$ cat src/rtl/eep_pkg.sv
package eep_pkg;
  typedef enum logic [2:0] {
    PS_IDLE,
    PS_SEL,
    PS_ADDR,
    PS_WDATA,
    PS_RDATA
  } pstate_t;

  localparam logic [3:0] DEV_TYPE = 4'b1010;
endpackage

$ cat src/rtl/eep_bus_sync.sv
module eep_bus_sync #(
  parameter int STAGES = 2
) (
  input  logic clk,
  input  logic rst_n,
  input  logic scl_i,
  input  logic sda_i,
  output logic scl_s,
  output logic sda_s,
  output logic scl_rise,
  output logic scl_fall,
  output logic start_det,
  output logic stop_det
);
  logic [STAGES-1:0] scl_ff, sda_ff;
  logic scl_q, sda_q;

  always_ff @(posedge clk or negedge rst_n) begin
    if (!rst_n) begin
      scl_ff <= '1;
      sda_ff <= '1;
      scl_q  <= 1'b1;
      sda_q  <= 1'b1;
    end else begin
      scl_ff <= {scl_ff[STAGES-2:0], scl_i};
      sda_ff <= {sda_ff[STAGES-2:0], sda_i};
      scl_q  <= scl_ff[STAGES-1];
      sda_q  <= sda_ff[STAGES-1];
    end
  end

  assign scl_s     = scl_ff[STAGES-1];
  assign sda_s     = sda_ff[STAGES-1];
  assign scl_rise  = scl_s & ~scl_q;
  assign scl_fall  = ~scl_s & scl_q;
  assign start_det = scl_s & scl_q & sda_q & ~sda_s;
  assign stop_det  = scl_s & scl_q & ~sda_q & sda_s;
endmodule

$ cat src/rtl/eep_prog.sv
module eep_prog #(
  parameter int AW          = 7,
  parameter int DW          = 8,
  parameter int PROG_CYCLES = 1000
) (
  input  logic          clk,
  input  logic          rst_n,
  input  logic          req_valid,
  output logic          req_ready,
  input  logic [AW-1:0] req_addr,
  input  logic [DW-1:0] req_data,
  input  logic [AW-1:0] rd_addr,
  output logic [DW-1:0] rd_data,
  output logic          busy
);
  localparam int DEPTH = 1 << AW;
  localparam int CW    = $clog2(PROG_CYCLES + 1);

  logic [DW-1:0] mem [DEPTH];
  logic [CW-1:0] cnt;
  logic [AW-1:0] lat_addr;
  logic [DW-1:0] lat_data;
  logic          busy_r;

  assign req_ready = ~busy_r;
  assign busy      = busy_r;
  assign rd_data   = mem[rd_addr];

  always_ff @(posedge clk or negedge rst_n) begin
    if (!rst_n) begin
      for (int i = 0; i < DEPTH; i++) mem[i] <= '1;
      cnt      <= '0;
      lat_addr <= '0;
      lat_data <= '0;
      busy_r   <= 1'b0;
    end else if (req_valid && !busy_r) begin
      lat_addr <= req_addr;
      lat_data <= req_data;
      cnt      <= CW'(PROG_CYCLES);
      busy_r   <= 1'b1;
    end else if (busy_r) begin
      if (cnt == CW'(1)) begin
        mem[lat_addr] <= lat_data;
        busy_r        <= 1'b0;
      end
      cnt <= cnt - CW'(1);
    end
  end
endmodule

$ cat src/rtl/eep_proto.sv
module eep_proto
  import eep_pkg::*;
#(
  parameter int AW = 7,
  parameter int DW = 8
) (
  input  logic          clk,
  input  logic          rst_n,
  input  logic          scl_rise,
  input  logic          scl_fall,
  input  logic          sda_s,
  input  logic          start_det,
  input  logic          stop_det,
  input  logic [2:0]    chip_sel,
  input  logic          wr_lock,
  input  logic          busy_in,
  input  logic [DW-1:0] rd_data,
  output logic [AW-1:0] rd_addr,
  output logic          sda_oe,
  output logic          wr_valid,
  input  logic          wr_ready,
  output logic [AW-1:0] wr_addr,
  output logic [DW-1:0] wr_data
);
  pstate_t       st, nxt;
  logic [3:0]    bitcnt;
  logic [DW-1:0] shreg;
  logic [AW-1:0] ctr;
  logic          lock_lat, pend, mack;
  logic [AW-1:0] pend_addr;
  logic [DW-1:0] pend_data;

  assign rd_addr = ctr;

  always_ff @(posedge clk or negedge rst_n) begin
    if (!rst_n) begin
      st        <= PS_IDLE;
      nxt       <= PS_IDLE;
      bitcnt    <= '0;
      shreg     <= '0;
      ctr       <= '0;
      lock_lat  <= 1'b0;
      pend      <= 1'b0;
      mack      <= 1'b0;
      pend_addr <= '0;
      pend_data <= '0;
      sda_oe    <= 1'b0;
      wr_valid  <= 1'b0;
      wr_addr   <= '0;
      wr_data   <= '0;
    end else begin
      if (wr_valid && wr_ready) wr_valid <= 1'b0;

      if (start_det) begin
        st       <= PS_SEL;
        bitcnt   <= '0;
        sda_oe   <= 1'b0;
        pend     <= 1'b0;
        lock_lat <= wr_lock;
      end else if (stop_det) begin
        st     <= PS_IDLE;
        bitcnt <= '0;
        sda_oe <= 1'b0;
        if (pend) begin
          wr_valid <= 1'b1;
          wr_addr  <= pend_addr;
          wr_data  <= pend_data;
          pend     <= 1'b0;
        end
      end else begin
        if (st == PS_SEL || st == PS_ADDR) lock_lat <= lock_lat | wr_lock;

        case (st)
          PS_SEL, PS_ADDR, PS_WDATA: begin
            if (scl_rise && bitcnt < 4'd8) begin
              shreg  <= {shreg[DW-2:0], sda_s};
              bitcnt <= bitcnt + 4'd1;
            end else if (scl_fall && bitcnt == 4'd8) begin
              bitcnt <= 4'd9;
              if (st == PS_SEL) begin
                if (shreg[7:1] == {DEV_TYPE, chip_sel} && !busy_in) begin
                  sda_oe <= 1'b1;
                  nxt    <= shreg[0] ? PS_RDATA : PS_ADDR;
                end else begin
                  st     <= PS_IDLE;
                  bitcnt <= '0;
                end
              end else if (st == PS_ADDR) begin
                ctr    <= shreg[AW-1:0];
                sda_oe <= 1'b1;
                nxt    <= PS_WDATA;
              end else begin
                nxt <= PS_WDATA;
                if (!lock_lat && !pend) begin
                  pend      <= 1'b1;
                  pend_addr <= ctr;
                  pend_data <= shreg;
                  ctr       <= ctr + 1'b1;
                  sda_oe    <= 1'b1;
                end
              end
            end else if (scl_fall && bitcnt == 4'd9) begin
              bitcnt <= '0;
              st     <= nxt;
              if (nxt == PS_RDATA) begin
                shreg  <= rd_data;
                sda_oe <= ~rd_data[DW-1];
              end else begin
                sda_oe <= 1'b0;
              end
            end
          end

          PS_RDATA: begin
            if (scl_rise && bitcnt <= 4'd8) begin
              if (bitcnt == 4'd8) mack <= ~sda_s;
              bitcnt <= bitcnt + 4'd1;
            end else if (scl_fall) begin
              if (bitcnt >= 4'd1 && bitcnt <= 4'd7) begin
                sda_oe <= ~shreg[DW-2];
                shreg  <= shreg << 1;
              end else if (bitcnt == 4'd8) begin
                sda_oe <= 1'b0;
                ctr    <= ctr + 1'b1;
              end else if (bitcnt == 4'd9) begin
                bitcnt <= '0;
                if (mack) begin
                  shreg  <= rd_data;
                  sda_oe <= ~rd_data[DW-1];
                end else begin
                  st     <= PS_IDLE;
                  sda_oe <= 1'b0;
                end
              end
            end
          end

          default: ;
        endcase
      end
    end
  end
endmodule

$ cat src/rtl/i2c_eeprom_slave.sv
module i2c_eeprom_slave #(
  parameter int ADDR_W      = 7,
  parameter int DATA_W      = 8,
  parameter int PROG_CYCLES = 1000,
  parameter int SYNC_STAGES = 2
) (
  input  logic       clk,
  input  logic       rst_n,
  input  logic       scl_i,
  input  logic       sda_i,
  output logic       sda_oe_o,
  input  logic [2:0] chip_sel_i,
  input  logic       wr_lock_i,
  output logic       busy_o
);
  logic scl_s, sda_s, scl_rise, scl_fall, start_det, stop_det;
  logic wr_valid, wr_ready, prog_busy;
  logic [ADDR_W-1:0] wr_addr, rd_addr;
  logic [DATA_W-1:0] wr_data, rd_data;

  assign busy_o = prog_busy | wr_valid;

  eep_bus_sync #(.STAGES(SYNC_STAGES)) u_sync (
    .clk(clk), .rst_n(rst_n), .scl_i(scl_i), .sda_i(sda_i),
    .scl_s(scl_s), .sda_s(sda_s), .scl_rise(scl_rise), .scl_fall(scl_fall),
    .start_det(start_det), .stop_det(stop_det)
  );

  eep_proto #(.AW(ADDR_W), .DW(DATA_W)) u_proto (
    .clk(clk), .rst_n(rst_n), .scl_rise(scl_rise), .scl_fall(scl_fall),
    .sda_s(sda_s), .start_det(start_det), .stop_det(stop_det),
    .chip_sel(chip_sel_i), .wr_lock(wr_lock_i), .busy_in(busy_o),
    .rd_data(rd_data), .rd_addr(rd_addr), .sda_oe(sda_oe_o),
    .wr_valid(wr_valid), .wr_ready(wr_ready), .wr_addr(wr_addr), .wr_data(wr_data)
  );

  eep_prog #(.AW(ADDR_W), .DW(DATA_W), .PROG_CYCLES(PROG_CYCLES)) u_prog (
    .clk(clk), .rst_n(rst_n), .req_valid(wr_valid), .req_ready(wr_ready),
    .req_addr(wr_addr), .req_data(wr_data), .rd_addr(rd_addr), .rd_data(rd_data),
    .busy(prog_busy)
  );
endmodule

$ cat config.mk
export PLATFORM = sky130hd
export DESIGN_NAME = i2c_eeprom_slave
export DESIGN_NICKNAME = d
export VERILOG_FILES = /design/src/rtl/eep_pkg.sv /design/src/rtl/eep_bus_sync.sv /design/src/rtl/eep_prog.sv /design/src/rtl/eep_proto.sv /design/src/rtl/i2c_eeprom_slave.sv
export SDC_FILE = /design/constraint.sdc
export NUM_CORES = 2
export LEC_CHECK = 0
export ABC_AREA = 0
export CAP_MARGIN = 15
export CORE_ASPECT_RATIO = 1.4
export CORE_MARGIN = 4
export CORE_UTILIZATION = 35
export CTS_CLUSTER_SIZE = 14
export DETAILED_ROUTE_END_ITERATION = 8
export GPL_ROUTABILITY_DRIVEN = 0
export MAX_ROUTING_LAYER = met4
export PLACE_DENSITY_LB_ADDON = 0.08
export SLEW_MARGIN = 20
export SYNTH_ARGS = -nofsm -noshare
export SYNTH_HDL_FRONTEND = slang
export SYNTH_SLANG_ARGS = --single-unit
$ cat constraint.sdc
create_clock -name clk -period 3.56 [get_ports clk]
set_input_delay 0.712 -clock clk [delete_from_list [all_inputs] [get_ports clk]]
set_output_delay 0.712 -clock clk [all_outputs]
set_load 0.05 [all_outputs]
After elaboration in Yosys (flattened, before gate mapping):

Index checks and enable logic that the tools add are counted.

* muxes and demuxes: 93
* add/subtract/negate cells: 3
* equality and inequality tests: 46
* bitwise logic cells: 24
* $lt $le $gt $ge: 7
* reductions and logical operators: 35

Operator list (count)
* $bwmux W1024: 1
* $mux W8: 13
* $mux W7: 9
* $bmux W8 S7: 1
* $demux W8 S7: 1
* $mux W3: 16
* $mux W4: 12
* $mux W1: 33
* $reduce_and A11 Y1: 3
* $mux W10: 2
* $ne A4 B4 Y1 const B: 5
* $reduce_and A6 Y1: 3
* $ge A8 B8 Y1 const B: 2
* $not A7 Y8: 2
* $pmux W8 S2: 1
* $reduce_and A8 Y1: 2
* $ne A3 B1 Y1 const B: 5
* $ne A5 B3 Y1 const B: 3
* $ne A5 B5 Y1 const B: 3
* $pmux W7 S2: 1
* $not A1 Y1: 13
* $ne A2 B2 Y1 const B: 6
* $ne A3 B3 Y1 const B: 4
* $ne A6 B3 Y1 const B: 2
* other kinds (35): 65

* word-level logic and storage cells: 358
* input bits: 8
* output and inout bits: 2
* register bits after elaboration: 1116

Depth between registers and ports, before layout:

* depth after elaboration: 14
* mapped depth: 12
* mapped depth without buffers: 9

Modules after synthesis:

A second synthesis with hierarchy kept.

* cells, all modules: 3199
* area total of the unflattened synthesis: 52952.0 µm²

Modules (own cells, without submodules)
* eep_prog: seq. area each 27556.4 µm², cells each 2896, area each 49541.3 µm², times used 1
* eep_proto: seq. area each 1501.4 µm², cells each 292, area each 3214.3 µm², times used 1
* eep_bus_sync: seq. area each 157.7 µm², cells each 10, area each 190.2 µm², times used 1
* i2c_eeprom_slave: seq. area each 0.0 µm², cells each 1, area each 6.3 µm², times used 1

Worst setup path before layout:

No wires, ideal clock.

* path kind: register to register
* start point: register u_proto.ctr[0] (netlist: u_proto.rd_addr[0])
* end point: register u_proto.shreg[7]
* buffers on the path: 4
* path slack: 0.760 ns
* period minus slack after synthesis: 2.800 ns
* setup time: 0.125 ns
* required time: 3.435 ns
* cell stages (with the launch flop): 11
* arrival: 2.675 ns
* cell sequence: dfrtp_1 buf_2 buf_2 buf_2 buf_2 mux2_2 a221oi_1 a311oi_1 o22ai_1 o21ai_0 mux2_2

* word-level cells in the longest chain between the ends: 11
* elaborated cells between the ends (all ways): 15
* those cells by class: mux: 14; bitwise: 1

RTL lines
* start, declared: line eep_proto.sv:28 `logic [AW-1:0] ctr;`
* start signal, assigned: line eep_proto.sv:89 `ctr <= shreg[AW-1:0];`
* start signal, assigned: line eep_proto.sv:98 `ctr <= ctr + 1'b1;`
* start signal, assigned: line eep_proto.sv:124 `ctr <= ctr + 1'b1;`
* $not A7 Y8 (not written as such) (*): line eep_prog.sv:27 `assign rd_data = mem[rd_addr];`
* $bmux W8 S7 (*): line eep_prog.sv:27
* $mux W8 (not written as such) (*) (2 in series): line eep_prog.sv:27
* $mux W8: line eep_proto.sv:127 `if (mack) begin`
* $mux W8: line eep_proto.sv:125 `end else if (bitcnt == 4'd9) begin`
* $mux W8: line eep_proto.sv:122 `end else if (bitcnt == 4'd8) begin`
* $mux W8: line eep_proto.sv:119 `if (bitcnt >= 4'd1 && bitcnt <= 4'd7) begin`
* $mux W8: line eep_proto.sv:118 `end else if (scl_fall) begin`
* $mux W8: line eep_proto.sv:115 `if (scl_rise && bitcnt <= 4'd8) begin`
* $pmux W8 S2 (*): line eep_proto.sv:73 `case (st)`
* end signal, assigned: line eep_proto.sv:76 `shreg <= {shreg[DW-2:0], sda_s};`
* end signal, assigned: line eep_proto.sv:121 `shreg <= shreg << 1;`
* end signal, assigned: line eep_proto.sv:128 `shreg <= rd_data;`
* end, declared: line eep_proto.sv:27 `logic [DW-1:0] shreg;`

Mark *: on every way between the ends. The rest lies on a longest branch, timed or not. The select of a mux whose other input is x is not followed.
A chain may end at the register's enable or synchronous reset.

Final worst setup path:

* start point: register u_proto.ctr[0] (netlist: u_proto.rd_addr[0])
* end point: register u_proto.sda_oe

* word-level cells in the longest chain between the ends: 14
* elaborated cells between the ends (all ways): 18
* those cells by class: mux: 16; bitwise: 2

RTL lines
* $not A7 Y8 (not written as such) (*): line eep_prog.sv:27
* $bmux W8 S7 (*): line eep_prog.sv:27
* $mux W8 (not written as such) (*) (2 in series): line eep_prog.sv:27
* $not A1 Y1 (*): line eep_proto.sv:107, eep_proto.sv:129
* $mux W1: line eep_proto.sv:127
* $mux W1: line eep_proto.sv:125
* $mux W1: line eep_proto.sv:122
* $mux W1: line eep_proto.sv:119
* $mux W1: line eep_proto.sv:118
* $mux W1: line eep_proto.sv:115
* $pmux W1 S2 (*): line eep_proto.sv:73
* $mux W1 (*): line eep_proto.sv:60 `end else if (stop_det) begin`
* $mux W1 (*): line eep_proto.sv:54 `if (start_det) begin`
* end signal, assigned: line eep_proto.sv:107 `sda_oe <= ~rd_data[DW-1];`
* end signal, assigned: line eep_proto.sv:120 `sda_oe <= ~shreg[DW-2];`
* end signal, assigned: line eep_proto.sv:129 `sda_oe <= ~rd_data[DW-1];`
* end, declared: line eep_proto.sv:19 `output logic sda_oe,`

Marks and branches as above.

==> impl_metrics.yaml <==
yosys:
  synthesis.area_mm2: 0.0524
  synthArstFlopShare: 1.00
  synthTopCellsByArea: "dfstp_2 (52%), mux2_2 (23%), mux4_2 (12%), dfrtp_1 (4.1%), clkbuf_1 (1.2%)"
  yosysTopAreaCell: "dfstp_2"
  synth-seq-area-share: 0.558
  syn_inst: 3348
  yosys_most_used_dff: "dfstp_2"
  synth_seq_cells: 1116
  syn_nets: 3362
  ys.warnings.count: 0
  synth_edf_count: 0
  yosysUniqueCellTypes: 68
  synth_top_area_frac: 0.517
  syn_avg_cell_area_um2: 15.6
clocking:
  cts.sinks: 1116
  clock_latency_ns: 0.75
  numCtsBuffers: 118
  path_clk_slew_ns: 0.07
  tritoncts: "done"
  ctsLongestPathBuffers: 3
  cts-root-buf: "clkbuf_16"
  htreeDepth: 3
cells_and_area:
  nets: 3498
  drive_above_1_share: 0.827
  final_cell_mix: "mux2_2 (1088), dfstp_2 (1030), mux4_2 (271), buf_4 (205)"
  stdcell_area_mm2: 0.0608
  synthToLayoutAreaGrowth_pct: 16.0
  layout.cells.most_common: "mux2_2"
critical_path:
  end_kind: "flop"
  critical_path.max_stage_delay_ns: 0.63
  r2r-start: "u_proto.rd_addr[0]"
  crit_type: "flop to flop"
  critPathMostFrequentCell: "buf_12"
  cp_max_fo: 13
  cp_cell_sequence: "buf_12 -> buf_12 -> buf_12 -> buf_4 -> mux2i_1 -> a221oi_1 -> o21ai_0 -> a311oi_1 -> o22ai_1 -> buf_4 -> a32oi_1 -> o21ai_0"
  slowest_stage: "a311oi_1"
  regToRegEndpoint: "u_proto.sda_oe"
  arrival_ns: 4.05
  r2r_cells: 12
  startpoint_type: "flop"
  cp.required_ns: 4.18
  r2r_setup_slack_ns: 0.14
floorplan:
  ioPinCount: 10
  die_h_um: 466
  die_area_mm2: 0.156
  coreArea_mm2: 0.148
  rows: 167
  start_util: 0.353
  fp.dieW_um: 335
worst_hold_path:
  holdPathStages: 0
  hold_path_class: "flop to flop"
  hold_path_end: "u_sync.scl_ff[1]"
  min_from: "u_sync.scl_ff[0]"
pwr:
  swShare: 0.260
  p_int_uw: 22900
  leakage_uw: 0.0239
  seq_power_share: 0.428
  p_sw_uw: 8020
  power.total_uw: 30900
  clock_power_share: 0.438
  combPwrFrac: 0.134
  power_density_mw_per_mm2: 508
  vdd_ir_drop_max_uv: 351
global_routing:
  grt_pass1_wl_um: 237000
  grt_pass1_vias: 33300
  grt-ovfl-total: 0
  grt_max_degree: 97
  grt_usage: 0.212
  antenna_found_initial: 3
place:
  placed_area_mm2: 0.0564
  hpwl_um: 107000
  port_buffers: 9
route:
  routedWlPerCell_um: 28.9
  drt-total-wl_um: 160000
  via_count: 30200
  firstDrtPassIters: 5
  drtIter0Drc: 1542
  drc: 0
  viasPerCell: 5.46
  ant_nets: 0
timing:
  min_period_over_period: 0.961
  rsz0062_at_grt: "no"
  max_freq_mhz: 292
  hold_violations: 0
  worstMarginPinSlew_ns: 1.03
  drv_slew: 0
  skew_ns: 0.0335
  period_minus_slack_ns: 3.42
  finalSetupTns_ns: 0
  setup_viol: 0
  relSlewSlack: 0.314
status:
  outcome: "finished, final reports clean"
job:
  cap_violations: 0
[cells in the mapped netlist, types with 5 or more instances]
cell and count:
and2_1 6, nor2_2 68, buf_2 34, and3_1 8, inv_1 12, a31oi_1 6
a221oi_1 15, clkbuf_1 172, dfrtp_1 86, nor2b_1 20, nand3b_1 5, nor3b_1 9
mux2i_1 44, nand2_1 121, o21ai_0 44, o221ai_1 6, buf_1 30, nand2b_1 7
o31ai_1 9, mux2_2 1088, nand2_2 14, a22oi_1 16, mux4_2 271, nand3_1 21
nor3_1 11, ha_1 6, o211ai_1 6, buf_4 6, nor2_1 60, dfstp_2 1030
a211oi_1 5, a2111oi_0 7, a21oi_1 28
[through the flow]
stage	hold WS [ns]	utilization	worst slack, ns	instances
floorplan	0.345	-	0.760	3348
global placement	0.350	0.380	0.0759	5303
detailed placement	0.348	0.380	0.0591	5303
CTS	0.334	0.409	0.0266	5524
global route	0.362	0.410	0.00640	5528
finish	0.356	0.410	0.138	5529
[registers in the layout, indices dropped and copies added, names as in the netlist, 7 cells and up]
register	count
u_prog.lat_addr	7
u_proto.wr_data	8
u_proto.pend_addr	7
u_proto.wr_addr	7
u_prog.lat_data	8
u_prog.cnt	10
u_prog.mem	1024
u_proto.rd_addr	7
u_proto.shreg	8
u_proto.pend_data	8
[final cells by class]
| class | instances | area (µm²) |
|---|---|---|
| fillers | 13400 | 87600 |
| flip-flops and latches | 1116 | 29300 |
| multi-input cells | 1977 | 22200 |
| clock buffers | 160 | 3440 |
| repair buffers | 258 | 2520 |
| well taps | 1943 | 2430 |
| clock inverters | 60 | 850 |
| inverters | 13 | 48.8 |
| diodes | 2 | 5.00 |
[per-layer routing]
| metal | share of wire | track usage | up-vias | wire length [µm] |
|---|---|---|---|---|
| met4 | 0.026 | 0.0608 | 0 | 4220 |
| met2 | 0.52 | 0.366 | 566 | 83000 |
| met3 | 0.032 | 0.0249 | 199 | 5120 |
| met1 | 0.42 | 0.264 | 16700 | 67500 |
| met5 | 0 | - | - | 0 |
| li1 | - | - | 12700 | - |
[kinds of logic after synthesis]
logic type / after synthesis / synth area share
xor gates and xnor gates: 3 / 0.000502
AOI/OAI and AO/OA: 183 / 0.0244
muxes: 1403 / 0.359
and+or+nand+nor: 382 / 0.0378
DFF: 1116 / 0.558
buffers and inverters: 255 / 0.0195
adders and majority gates: 6 / 0.00143
[worst max-delay path: cells and delay by family, from the launching register on]
| kind | cells | cell delay (ns) |
|---|---|---|
| compound gates | 6 | 1.70 |
| buf+inv | 5 | 0.91 |
| flops | 1 | 0.52 |
| mux | 1 | 0.13 |
[power by group through the flow]
stage                     logic [µW]  registers, µW  clock network (µW)
after global placement          4170          13400                   0
after detailed placement        4220          13400                   0
after global routing            4460          13200               14500
after CTS                       4230          13200               14000
final                           4130          13200               13500
after floorplan                 2540          13200                   0
[worst max-delay path by stage]
stage / from / end / slack, ns / cells past startpoint
floorplan: u_proto.rd_addr[0] / u_proto.shreg[7] / 0.76 / 10
CTS: u_prog.cnt[3] / u_prog.mem[123] / 0.03 / 7
global placement: u_prog.cnt[3] / u_prog.mem[73] / 0.08 / 7
detailed placement: u_prog.cnt[3] / u_prog.mem[124] / 0.06 / 7
finish: u_proto.rd_addr[0] / u_proto.sda_oe / 0.14 / 12
global route: u_proto.rd_addr[0] / u_proto.sda_oe / 0.006 / 12
[timing repair]
action | in CTS | in global routing
endpoints found under the setup margin | 0 | 109
hold endpoints to repair | 5 | 0
setup buffers | 0 | 0
hold buffers | 1 | 0
resized for setup | 0 | 3
Note: power is estimated with default switching activity, not from simulation.
